### src/rtl/vc_map_pkg.sv
package vc_map_pkg;
    localparam int NCH  = 4;
    localparam int TC_W = 8;
    localparam int ID_W = 3;
    localparam int IDX_W = $clog2(NCH);

    typedef enum logic [2:0] {
        ST_IDLE,
        ST_CHECK,
        ST_WRITE,
        ST_EVC,
        ST_POLL,
        ST_FINISH
    } vmp_state_t;
endpackage

### src/rtl/vc_word_enc.sv
module vc_word_enc
    import vc_map_pkg::*;
(
    input  logic            en,
    input  logic [ID_W-1:0] id,
    input  logic [TC_W-1:0] tcmap,
    output logic [31:0]     word
);
    // enable at 31, id from 24, class bitmap in the low byte
    assign word = {en, {(7 - ID_W){1'b0}}, id, {(24 - TC_W){1'b0}}, tcmap};
endmodule

### src/rtl/vc_partition_chk.sv
module vc_partition_chk
    import vc_map_pkg::*;
(
    input  logic [NCH-1:0]      en,
    input  logic [NCH*TC_W-1:0] maps,
    output logic                ok
);
    logic [TC_W-1:0] covered;
    logic            clash;

    always_comb begin
        covered = '0;
        clash   = 1'b0;
        for (int c = 0; c < NCH; c++) begin
            if (en[c]) begin
                clash   = clash | (|(covered & maps[c*TC_W +: TC_W]));
                covered = covered | maps[c*TC_W +: TC_W];
            end
        end
        ok = !clash && (&covered);
    end
endmodule

### src/rtl/vc_wait_timer.sv
module vc_wait_timer #(
    parameter int unsigned LIMIT = 1024
) (
    input  logic clk,
    input  logic rst_n,
    input  logic clr,
    input  logic tick,
    output logic expired
);
    localparam int CNT_W = (LIMIT > 2) ? $clog2(LIMIT) : 1;
    localparam logic [CNT_W-1:0] LAST = CNT_W'(LIMIT - 1);

    logic [CNT_W-1:0] cnt;

    always_ff @(posedge clk or negedge rst_n) begin
        if (!rst_n)          cnt <= '0;
        else if (clr)        cnt <= '0;
        else if (tick && !expired) cnt <= cnt + 1'b1;
    end

    assign expired = (cnt == LAST);
endmodule

### src/rtl/vc_map_prog.sv
module vc_map_prog
    import vc_map_pkg::*;
#(
    parameter int          ADDR_W     = 16,
    parameter int unsigned CTL_BASE   = 'h0100,
    parameter int unsigned CTL_STRIDE = 'h0010,
    parameter int unsigned STS_OFS    = 'h0006,
    parameter int unsigned EVC_ADDR   = 'h0080,
    parameter int unsigned TIMEOUT    = 1024
) (
    input  logic              clk,
    input  logic              rst_n,
    input  logic              start,
    input  logic [3:0]        ch_en,
    input  logic [11:0]       ch_id,
    input  logic [31:0]       ch_map,
    output logic              wr_en,
    output logic [ADDR_W-1:0] wr_addr,
    output logic [31:0]       wr_data,
    output logic              rd_en,
    output logic [ADDR_W-1:0] rd_addr,
    input  logic [15:0]       rd_data,
    output logic              busy,
    output logic              done,
    output logic              fail_map,
    output logic              fail_tmo,
    output logic [1:0]        fail_chan
);
    localparam logic [ADDR_W-1:0] BASE_A   = ADDR_W'(CTL_BASE);
    localparam logic [ADDR_W-1:0] STRIDE_A = ADDR_W'(CTL_STRIDE);
    localparam logic [ADDR_W-1:0] STS_A    = ADDR_W'(CTL_BASE + STS_OFS);
    localparam logic [ADDR_W-1:0] EVC_A    = ADDR_W'(EVC_ADDR);
    localparam int PEND_BIT = 1;

    vmp_state_t state, state_nx;

    logic [NCH-1:0]      en_q;
    logic [NCH*ID_W-1:0] id_q;
    logic [NCH*TC_W-1:0] map_q;
    logic [IDX_W-1:0]    idx;
    logic [31:0]         word_w [NCH];
    logic                map_ok;
    logic                tmo_hit;
    logic                pending;
    logic                last_ch;

    assign pending = rd_data[PEND_BIT];
    assign last_ch = (idx == IDX_W'(NCH - 1));

    for (genvar g = 0; g < NCH; g++) begin : g_enc
        vc_word_enc u_enc (
            .en    (en_q[g]),
            .id    (id_q[g*ID_W +: ID_W]),
            .tcmap (map_q[g*TC_W +: TC_W]),
            .word  (word_w[g])
        );
    end

    vc_partition_chk u_part (
        .en   (en_q),
        .maps (map_q),
        .ok   (map_ok)
    );

    vc_wait_timer #(.LIMIT(TIMEOUT)) u_tmr (
        .clk     (clk),
        .rst_n   (rst_n),
        .clr     ((state != ST_POLL) || !pending),
        .tick    (state == ST_POLL),
        .expired (tmo_hit)
    );

    // state register
    always_ff @(posedge clk or negedge rst_n) begin
        if (!rst_n) state <= ST_IDLE;
        else        state <= state_nx;
    end

    // transitions
    always_comb begin
        state_nx = state;
        unique case (state)
            ST_IDLE:   if (start) state_nx = ST_CHECK;
            ST_CHECK:  state_nx = map_ok ? ST_WRITE : ST_FINISH;
            ST_WRITE:  if (last_ch) state_nx = ST_EVC;
            ST_EVC:    state_nx = ST_POLL;
            ST_POLL: begin
                if (!pending) begin
                    if (last_ch) state_nx = ST_FINISH;
                end else if (tmo_hit) begin
                    state_nx = ST_FINISH;
                end
            end
            ST_FINISH: state_nx = ST_IDLE;
            default:   state_nx = ST_IDLE;
        endcase
    end

    // captured configuration, channel index and result flags
    always_ff @(posedge clk or negedge rst_n) begin
        if (!rst_n) begin
            en_q      <= '0;
            id_q      <= '0;
            map_q     <= '0;
            idx       <= '0;
            fail_map  <= 1'b0;
            fail_tmo  <= 1'b0;
            fail_chan <= '0;
        end else begin
            unique case (state)
                ST_IDLE: if (start) begin
                    en_q      <= ch_en;
                    id_q      <= ch_id;
                    map_q     <= ch_map;
                    fail_map  <= 1'b0;
                    fail_tmo  <= 1'b0;
                    fail_chan <= '0;
                end
                ST_CHECK: begin
                    idx <= '0;
                    if (!map_ok) fail_map <= 1'b1;
                end
                ST_WRITE: idx <= idx + 1'b1;
                ST_EVC:   idx <= '0;
                ST_POLL: begin
                    if (!pending) begin
                        idx <= idx + 1'b1;
                    end else if (tmo_hit) begin
                        fail_tmo  <= 1'b1;
                        fail_chan <= idx;
                    end
                end
                default: ;
            endcase
        end
    end

    // outputs
    always_comb begin
        wr_en   = 1'b0;
        wr_addr = '0;
        wr_data = '0;
        rd_en   = 1'b0;
        rd_addr = '0;
        unique case (state)
            ST_WRITE: begin
                wr_en   = 1'b1;
                wr_addr = BASE_A + ADDR_W'(idx) * STRIDE_A;
                wr_data = word_w[idx];
            end
            ST_EVC: begin
                wr_en   = 1'b1;
                wr_addr = EVC_A;
                wr_data = {31'b0, en_q[1]};
            end
            ST_POLL: begin
                rd_en   = 1'b1;
                rd_addr = STS_A + ADDR_W'(idx) * STRIDE_A;
            end
            default: ;
        endcase
        busy = (state != ST_IDLE);
        done = (state == ST_FINISH);
    end
endmodule

### config.mk
export PLATFORM = sky130hd
export DESIGN_NAME = vc_map_prog
export DESIGN_NICKNAME = d
export VERILOG_FILES = /design/src/rtl/vc_map_pkg.sv /design/src/rtl/vc_word_enc.sv /design/src/rtl/vc_partition_chk.sv /design/src/rtl/vc_wait_timer.sv /design/src/rtl/vc_map_prog.sv
export SDC_FILE = /design/constraint.sdc
export NUM_CORES = 1
export LEC_CHECK = 0
export BUFFER_PORTS_ARGS = -buffer_cell sky130_fd_sc_hd__buf_2
export CAP_MARGIN = 20
export CORE_ASPECT_RATIO = 0.75
export CORE_MARGIN = 8
export CORE_UTILIZATION = 43
export CTS_CLUSTER_SIZE = 16
export DETAILED_ROUTE_END_ITERATION = 8
export PLACE_DENSITY = 0.71
export RECOVER_POWER = 50
export REMOVE_ABC_BUFFERS = 1
export SLEW_MARGIN = 0
export SYNTH_ARGS = -nofsm -noshare
export SYNTH_HDL_FRONTEND = slang
export SYNTH_SLANG_ARGS = --single-unit
### constraint.sdc
create_clock -name clk -period 2.5 [get_ports clk]
set_clock_uncertainty 0.2 [all_clocks]
set_input_delay 0.5 -clock clk [delete_from_list [all_inputs] [get_ports clk]]
set_output_delay 0.5 -clock clk [all_outputs]
set_load 0.02 [all_outputs]
==> results.json, run 1 <==
{
  "status": "finished, violations left",
  "violations": "setup timing",
  "powerDensity_mw_per_mm2": 1180,
  "reg2reg_slack_ns": -0.10,
  "overflow": 0,
  "tns_ns": -0.286,
  "maxSlewViolCount": 0,
  "yosys_register_bits": 67,
  "fin_nets": 591,
  "drt_iter0_drc": 274,
  "ant_nets": 0,
  "clk-insertion-delay-late_ns": 0.33,
  "num_vias": 3338,
  "synthFlopType": "dfrtp_1",
  "wirelength_um": 10400,
  "finalSetupViolCount": 4,
  "area_growth_pct": 19.8,
  "core_area_mm2": 0.00893,
  "whs_ns": 0.154,
  "syn-mean-instance-area_um2": 8.93,
  "io_buffers": 80,
  "wire_per_inst_um": 16.3,
  "yosysUniqueCellTypes": 43,
  "clock_sinks": 67,
  "holdBufCountCts": 0,
  "place_area_mm2": 0.00432,
  "root_buffer": "clkbuf_16",
  "worst_setup_path_start_kind": "flip-flop",
  "syn-instance-count": 437,
  "tightest_slew_ns": 1.48,
  "layout_setup_ws_ns": -0.100,
  "synth_top_area_share_pct": 42.9,
  "hold_viol": 0,
  "postLayoutCellArea_mm2": 0.00468,
  "path_class": "flip-flop to flip-flop",
  "final_util_pct": 52.3,
  "firstDrtPassIters": 6,
  "synthArstFlopShare_pct": 100,
  "power.leakage_uw": 0.00240,
  "fmax_mhz": 385,
  "yosys_warnings": 0,
  "yosysTopAreaCell": "dfrtp_1",
  "grt_max_degree": 58,
  "startpoint": "en_q[0]",
  "maxSlewHeadroom_pct": 1.53,
  "cp-endpoint": "state[0]",
  "crit_arrival_ns": 2.58,
  "grt_setup_unrepaired": "true",
  "die-area_mm2": 0.0124,
  "maxCapViolCount": 0,
  "ctsHtreeMaxLevel": 3,
  "dp_hpwl_um": 7480,
  "crit_fanout": 14,
  "diodes": 0,
  "first_global_vias": 3369,
  "viasPerCell": 5.22,
  "drc_errors": 0,
  "hold_path.class": "input port to flip-flop",
  "synth_edf_count": 0,
  "fp-row-count": 30,
  "critical_path_required_ns": 2.48,
  "cts_buffer_depth": 2,
  "drive_gt1_share_pct": 26.0,
  "cp-end-kind": "flip-flop",
  "grt_pass1_wl_um": 16800,
  "initial_core_util_pct": 43.7,
  "clk_pin_slew_worst_paths_ns": 0.06,
  "fp.dieH_um": 98.5,
  "worst_r2r_path_depth": 6,
  "grt_usage_pct": 16.9,
  "min_period_over_period_pct": 104,
  "syn-cell-area_mm2": 0.00390,
  "peakVddDrop_v": 0.000440,
  "seq_area_frac_synth_pct": 42.9,
  "numCtsBuffers": 9,
  "fin_crit_ns": 2.60,
  "die_w_um": 126,
  "antenna_found_initial": 0,
  "cts_tree": "done",
  "r2r_end": "state[0]",
  "ioPinCount": 139,
  "gp_congestion": 0.924,
  "synth.area.top_cells": "dfrtp_1, nand2_1, buf_4",
  "reg2reg_from": "en_q[0]"
}
[cells in the final DEF (no fill, tap or decap), types with 5 or more instances in the layout]
cell type	synthesis	routed
a21oi_1	5	5
a222oi_1	9	9
a22o_1	10	10
a22oi_1	11	11
and2_1	15	13
buf_2	1	74
buf_4	47	14
clkbuf_1	19	6
clkbuf_16	0	9
conb_1	1	43
dfrtp_1	67	63
inv_1	14	13
mux4_2	12	12
nand2_1	138	138
nand3_1	7	7
nor2_1	18	18
o21ai_0	10	10
[how the worst min path moves through the flow]
stage | from | end | slack [ns] | depth (start not counted)
finish | ch_en[2] | en_q[2] | 0.15 | 3
global route | ch_map[22] | map_q[22] | 0.16 | 3
CTS | rst_n | u_tmr.cnt[4] | 0.007 | 1
detailed placement | id_q[7] | id_q[7] | 0.26 | 2
global placement | id_q[3] | id_q[3] | 0.25 | 2
floorplan | rst_n | en_q[0] | 0.004 | 0
[final cells by class]
type | instances | area, um^2
Clock buffer | 9 | 225
Fill cell | 868 | 4260
Sequential cell | 67 | 1680
Timing Repair Buffer | 104 | 621
Inverter | 14 | 52.6
Tap cell | 112 | 140
Multi-Input combinational cell | 326 | 1880
Clock inverter | 7 | 77.6
[Yosys cell counts, types with 3 or more instances]
cell type and n:
o21ai_0 10, and3_1 4, inv_1 14, nor2_1 18, clkbuf_1 19, buf_1 3, a222oi_1 9, nand4_1 3
nand2_1 138, nor3_1 5, xor2_1 4, o22ai_1 4, a22o_1 10, buf_4 47, mux4_2 12, nand3_1 7
a22oi_1 11, and2_1 15, dfrtp_1 67, a21oi_1 5
[stage by stage]
step                instances  power, uW  worst slack, ns
finish                    639       5530           -0.100
global route              639       5920           -0.263
CTS                       636       5460          0.00805
detailed placement        619       4130          -0.0100
global placement          619       4030           0.0692
floorplan                 407       3350            -1.56
[worst max-delay path, cell delays in order (launching register included)]
cell and delay [ns]:
dfrtp_2 0.51, a222oi_1 0.56, o22ai_1 0.19, nor4_1 0.35
a21oi_1 0.16, a2111oi_4 0.34, a221oi_1 0.14
[state kept, by name (all words and copies together), names as in the netlist]
register   count
u_tmr.cnt     10
idx            2
map_q         32
fail_tmo       1
state          3
fail_chan      2
id_q          12
en_q           4
fail_map       1
[logic make-up after synthesis]
group | Yosys count | share of synthesized area [%]
and+or+nand+nor | 197 | 21.4
buffers and inverters | 86 | 13.2
adders and majority gates | 2 | 0.641
xor gates and xnor gates | 5 | 1.12
other | 1 | 0.0961
muxes | 16 | 8.01
AOI/OAI and AO/OA | 63 | 12.6
DFF | 67 | 42.9
[repair_timing]
action                                  CTS  global route
endpoints found under the setup margin   13            10
buffers inserted                          1             3
pin swaps                                 1             0
endpoints found under the hold margin     0             0
resized for setup                         6             9
[routing by layer]
layer / up-vias / track usage [%] / routed length [um]
met5: - / 0 / 0
met4: 0 / 5.71 / 146
met3: 18 / 4.80 / 746
met2: 162 / 26.0 / 4640
met1: 1576 / 22.3 / 4870
li1: 1582 / - / -
[report_power, final]
group	internal, uW	switching, uW
Clock	778	491
Sequential	1520	499
Combinational	1030	1220
No activity file was read; power rests on OpenSTA's default activity.
==> run 2: changes to the inputs <==
--- a/config.mk
+++ b/config.mk
@@ -12,6 +12,7 @@
 export CORE_UTILIZATION = 43
 export CTS_CLUSTER_SIZE = 16
 export DETAILED_ROUTE_END_ITERATION = 8
+export MAX_ROUTING_LAYER = met4
 export PLACE_DENSITY = 0.71
 export RECOVER_POWER = 50
 export REMOVE_ABC_BUFFERS = 1
==> results.json, run 2 (synthesis gave the netlist of run 1 again) <==
{
  "ctsHtreeMaxLevel": 3,
  "core_area_mm2": 0.00893,
  "overflow": 0,
  "area_growth_pct": 19.5,
  "post-place-ws_ns": -0.0100,
  "root_buffer": "clkbuf_16",
  "power.leakage_uw": 0.00239,
  "finalSetupViolCount": 4,
  "largest_reg_flops": 32,
  "gp_congestion": 0.940,
  "cp_top_family": "compound AO/OA/AOI/OAI gates",
  "initial_core_util_pct": 43.7,
  "fp-row-count": 30,
  "peakVddDrop_v": 0.000441,
  "layout_commonest_cell": "nand2_1",
  "drt_iter0_drc": 325,
  "grt_usage_pct": 17.4,
  "die-area_mm2": 0.0124,
  "ioPinCount": 139,
  "io_buffers": 80,
  "viasPerCell": 5.22,
  "final_cell_mix": "nand2_1, buf_2, dfrtp_1",
  "crit_fanout": 14,
  "fmax_mhz": 385,
  "maxSlewViolCount": 0,
  "drive_gt1_share_pct": 25.8,
  "hold_path.class": "input port to flip-flop",
  "maxCapViolCount": 0,
  "die_w_um": 126,
  "path_class": "flip-flop to flip-flop",
  "hold_viol": 0,
  "fillers": 868,
  "cts_buffer_depth": 2,
  "wire_per_inst_um": 16.3,
  "numCtsBuffers": 9,
  "holdBufCountCts": 0,
  "min_period_over_period_pct": 104,
  "clk_pin_slew_worst_paths_ns": 0.06,
  "diodes": 0,
  "powerDensity_mw_per_mm2": 1180,
  "status": "finished, violations left",
  "antenna_found_initial": 0,
  "regMostFlops": "map_q",
  "first_global_vias": 3366,
  "crit_chain": "a222oi_1, o22ai_1, nor4_1, a21oi_1, a2111oi_4, a221oi_1",
  "critPathMaxStageDelay_ns": 0.56,
  "crit_arrival_ns": 2.58,
  "layout_setup_ws_ns": -0.0965,
  "ant_nets": 0,
  "num_vias": 3334,
  "clk-insertion-delay-late_ns": 0.34,
  "maxSlewHeadroom_pct": 2.35,
  "grt_setup_unrepaired": "true",
  "cp_num_buf_inv": 0,
  "worst_setup_path_start_kind": "flip-flop",
  "clock_sinks": 67,
  "cp-end-kind": "flip-flop",
  "fp.dieH_um": 98.5,
  "multiInputGateArea_mm2": 0.00188,
  "critical_path_required_ns": 2.49,
  "fin_nets": 591,
  "cts_tree": "done",
  "final_util_pct": 52.2,
  "regArea_mm2": 0.00168,
  "whs_ns": 0.153,
  "tightest_slew_ns": 1.46,
  "fin_crit_ns": 2.60,
  "wirelength_um": 10400,
  "dp_hpwl_um": 7480,
  "cpMaxStageDelayCell": "a222oi_1",
  "tns_ns": -0.272,
  "drc_errors": 0,
  "grt_pass1_wl_um": 16800,
  "firstDrtPassIters": 6,
  "violations": "setup timing",
  "grt_max_degree": 58,
  "reg_top3": "map_q: 32 flops, id_q: 12 flops, u_tmr.cnt: 10 flops"
}
run 2: changes by cell type in the layout (fill, tap and decap cells not counted):
cell and delta:
buf_6 -2, and2_1 +1, and2_4 -1, buf_2 +1
buf_4 +1
run 2: final cells by class:
cell class | instances | share of cell area (%)
repair buffers | 104 | 13.1
inverters | 14 | 1.13
multi-input cells | 326 | 40.2
clock buffers | 9 | 4.83
well taps | 112 | 3.01
clock inverters | 7 | 1.66
flip-flops and latches | 67 | 36.1
run 2: where the power goes:
part | switching (uW) | internal [uW]
clock | 496 | 778
sequential | 497 | 1520
combinational | 1210 | 1020
total | 2210 | 3320
run 2: worst reg2reg max path, cell delays in order (launching register included):
cell and delay [ns]:
dfrtp_2 0.51, a222oi_1 0.56, o22ai_1 0.18, nor4_1 0.35
a21oi_1 0.16, a2111oi_4 0.34, a221oi_1 0.14
run 2: metrics by stage:
step	cells	cell area, um^2	total power (uW)
floorplan	407	3600	3350
global placement	619	4320	4030
detailed placement	619	4320	4130
CTS	636	4640	5460
global route	639	4660	5910
finish	639	4660	5530
run 2: repair_timing:
| item | in CTS | in global routing |
|---|---|---|
| setup buffers | 1 | 3 |
| pin swaps | 1 | 0 |
| gates resized for setup | 6 | 5 |
| setup endpoints to repair | 13 | 10 |
run 2: path summary, 6_finish.rpt:
| kind | to | slack [ns] | cells past startpoint | start |
|---|---|---|---|---|
| worst max-delay path | state[0] | -0.1 | 6 | en_q[0] |
| worst min-delay path | en_q[2] | 0.15 | 3 | ch_en[2] |
| worst max register to register | state[0] | -0.1 | 6 | en_q[0] |
| worst min register to register | id_q[9] | 0.27 | 2 | id_q[9] |
| max in group asynchronous | en_q[2] | 0.39 | 2 | rst_n |
| min in group asynchronous | u_tmr.cnt[9] | 0.31 | 1 | rst_n |
run 2: metal layers:
metal  track usage [%]  vias up  routed length [um]
met3              4.15       13                 673
met4              5.71        0                 148
met2              26.0      160                4600
met1              22.7     1579                4990
met5                 -        -                   0
li1                  -     1582                   -
==> run 3: changes to the inputs <==
--- a/config.mk
+++ b/config.mk
@@ -9,11 +9,11 @@
 export CAP_MARGIN = 20
 export CORE_ASPECT_RATIO = 0.75
 export CORE_MARGIN = 8
-export CORE_UTILIZATION = 43
+export CORE_UTILIZATION = 50
 export CTS_CLUSTER_SIZE = 16
 export DETAILED_ROUTE_END_ITERATION = 8
 export MAX_ROUTING_LAYER = met4
-export PLACE_DENSITY = 0.71
+export PLACE_DENSITY = 0.8
 export RECOVER_POWER = 50
 export REMOVE_ABC_BUFFERS = 1
 export SLEW_MARGIN = 0
==> results.json, run 3 (synthesis gave the netlist of run 1 again) <==
{
  "status": "finished, violations left",
  "violations": "setup timing",
  "path_class": "flip-flop to flip-flop",
  "first_global_vias": 3502,
  "reg2reg_from": "en_q[0]",
  "tightest_slew_ns": 0.889,
  "area_growth_pct": 20.4,
  "grt_max_degree": 68,
  "hold_path.class": "input port to flip-flop",
  "grt_setup_unrepaired": "true",
  "hold_viol": 0,
  "num_vias": 3430,
  "maxSlewViolCount": 0,
  "firstDrtPassIters": 5,
  "reg_top3": "map_q: 32 flops, id_q: 12 flops, u_tmr.cnt: 10 flops",
  "drt_iter0_drc": 213,
  "cts_tree": "done",
  "final_cell_mix": "nand2_1, buf_2, dfrtp_1",
  "viasPerCell": 5.28,
  "grt_pass1_wl_um": 17000,
  "seqPwrFrac_pct": 36.7,
  "ctsHtreeMaxLevel": 3,
  "numCtsBuffers": 9,
  "cp-end-kind": "flip-flop",
  "io_buffers": 80,
  "cts_buffer_depth": 2,
  "grt_usage_pct": 19.4,
  "fillers": 717,
  "min_period_over_period_pct": 105,
  "gp_congestion": 0.904,
  "crit_arrival_ns": 2.70,
  "die-area_mm2": 0.0109,
  "finalSetupViolCount": 5,
  "core_area_mm2": 0.00774,
  "power.leakage_uw": 0.00244,
  "startpoint": "en_q[0]",
  "post-place-ws_ns": -0.0199,
  "fp-row-count": 28,
  "worst_setup_path_start_kind": "flip-flop",
  "clk-insertion-delay-late_ns": 0.34,
  "critical_path_required_ns": 2.58,
  "whs_ns": 0.139,
  "root_buffer": "clkbuf_8",
  "antenna_found_initial": 0,
  "largest_reg_flops": 32,
  "regMostFlops": "map_q",
  "fmax_mhz": 382,
  "layout_setup_ws_ns": -0.116,
  "die_w_um": 118,
  "overflow": 0,
  "fin_crit_ns": 2.62,
  "final_util_pct": 60.7,
  "p_comb_share_pct": 47.8,
  "tns_ns": -0.446,
  "layout_commonest_cell": "nand2_1",
  "maxSlewHeadroom_pct": 40.7,
  "regArea_mm2": 0.00168,
  "p_int_uw": 3120,
  "ioPinCount": 139,
  "maxCapViolCount": 0,
  "drive_gt1_share_pct": 28.6,
  "clock_sinks": 67,
  "multiInputGateArea_mm2": 0.00190,
  "dp_hpwl_um": 7360,
  "switchingPower_uw": 2180,
  "fp.dieH_um": 92.5,
  "diodes": 0,
  "switching_share_pct": 41.1,
  "clk_pin_slew_worst_paths_ns": 0.07,
  "initial_core_util_pct": 50.4,
  "wire_per_inst_um": 15.8,
  "peakVddDrop_v": 0.000632,
  "hp-start": "ch_map[13]",
  "powerDensity_mw_per_mm2": 1130,
  "fin_nets": 609,
  "wirelength_um": 10300,
  "clockPowerShare_pct": 15.5,
  "ant_nets": 0,
  "fin_total_pwr_uw": 5300,
  "crit_fanout": 5,
  "drc_errors": 0
}
## run 3: worst max-delay path, stage by stage, from the launching register on
cell and delay (ns):
dfrtp_2 0.43, buf_4 0.17, a222oi_1 0.49, o22ai_1 0.20
nor4_2 0.30, a21oi_2 0.10, a2111oi_4 0.31, buf_4 0.19
a41o_1 0.15
## run 3: repair_timing
| item | CTS | global route |
|---|---|---|
| setup buffers | 4 | 11 |
| hold buffers | 1 | 0 |
| gates resized for setup | 4 | 14 |
| hold endpoints to repair | 67 | 0 |
| pin swaps | 0 | 13 |
| setup endpoints to repair | 8 | 17 |
## run 3: worst paths after layout
check / to / slack, ns / cells after the start
max: state[1] / -0.12 / 8
min: map_q[13] / 0.14 / 3
max reg2reg: state[1] / -0.12 / 8
min reg2reg: id_q[10] / 0.27 / 2
max in group asynchronous: en_q[1] / 0.74 / 3
min in group asynchronous: u_tmr.cnt[6] / 0.73 / 3
## run 3: layout make-up
type | count | share of cell area (%)
clock buffers | 12 | 3.30
clock inverters | 4 | 0.532
inverters | 14 | 1.12
multi-input cells | 326 | 40.4
flip-flops and latches | 67 | 35.8
well taps | 105 | 2.80
repair buffers | 122 | 16.1
## run 3: per-stage QoR
stage / std cells / area, um^2
after floorplan: 407 / 3600
after global routing: 650 / 4700
final: 650 / 4700
after global placement: 618 / 4350
after CTS: 639 / 4590
after detailed placement: 618 / 4350
## run 3: routing by layer
layer  global-route usage, %  up-vias  share of wire, %
li1                        -     1616                 -
met1                    25.9     1652                47
met2                    28.7      157                44
met3                    6.14        5               8.3
met4                    3.93        0              0.61
met5                       -        -                 0
## run 3: power by group through the flow
stage | Clock [uW] | Combinational [uW] | Sequential [uW]
floorplan | 0 | 1380 | 1970
global placement | 0 | 2170 | 1940
detailed placement | 0 | 2240 | 1960
CTS | 836 | 2330 | 1940
global route | 881 | 2790 | 2000
finish | 822 | 2530 | 1950
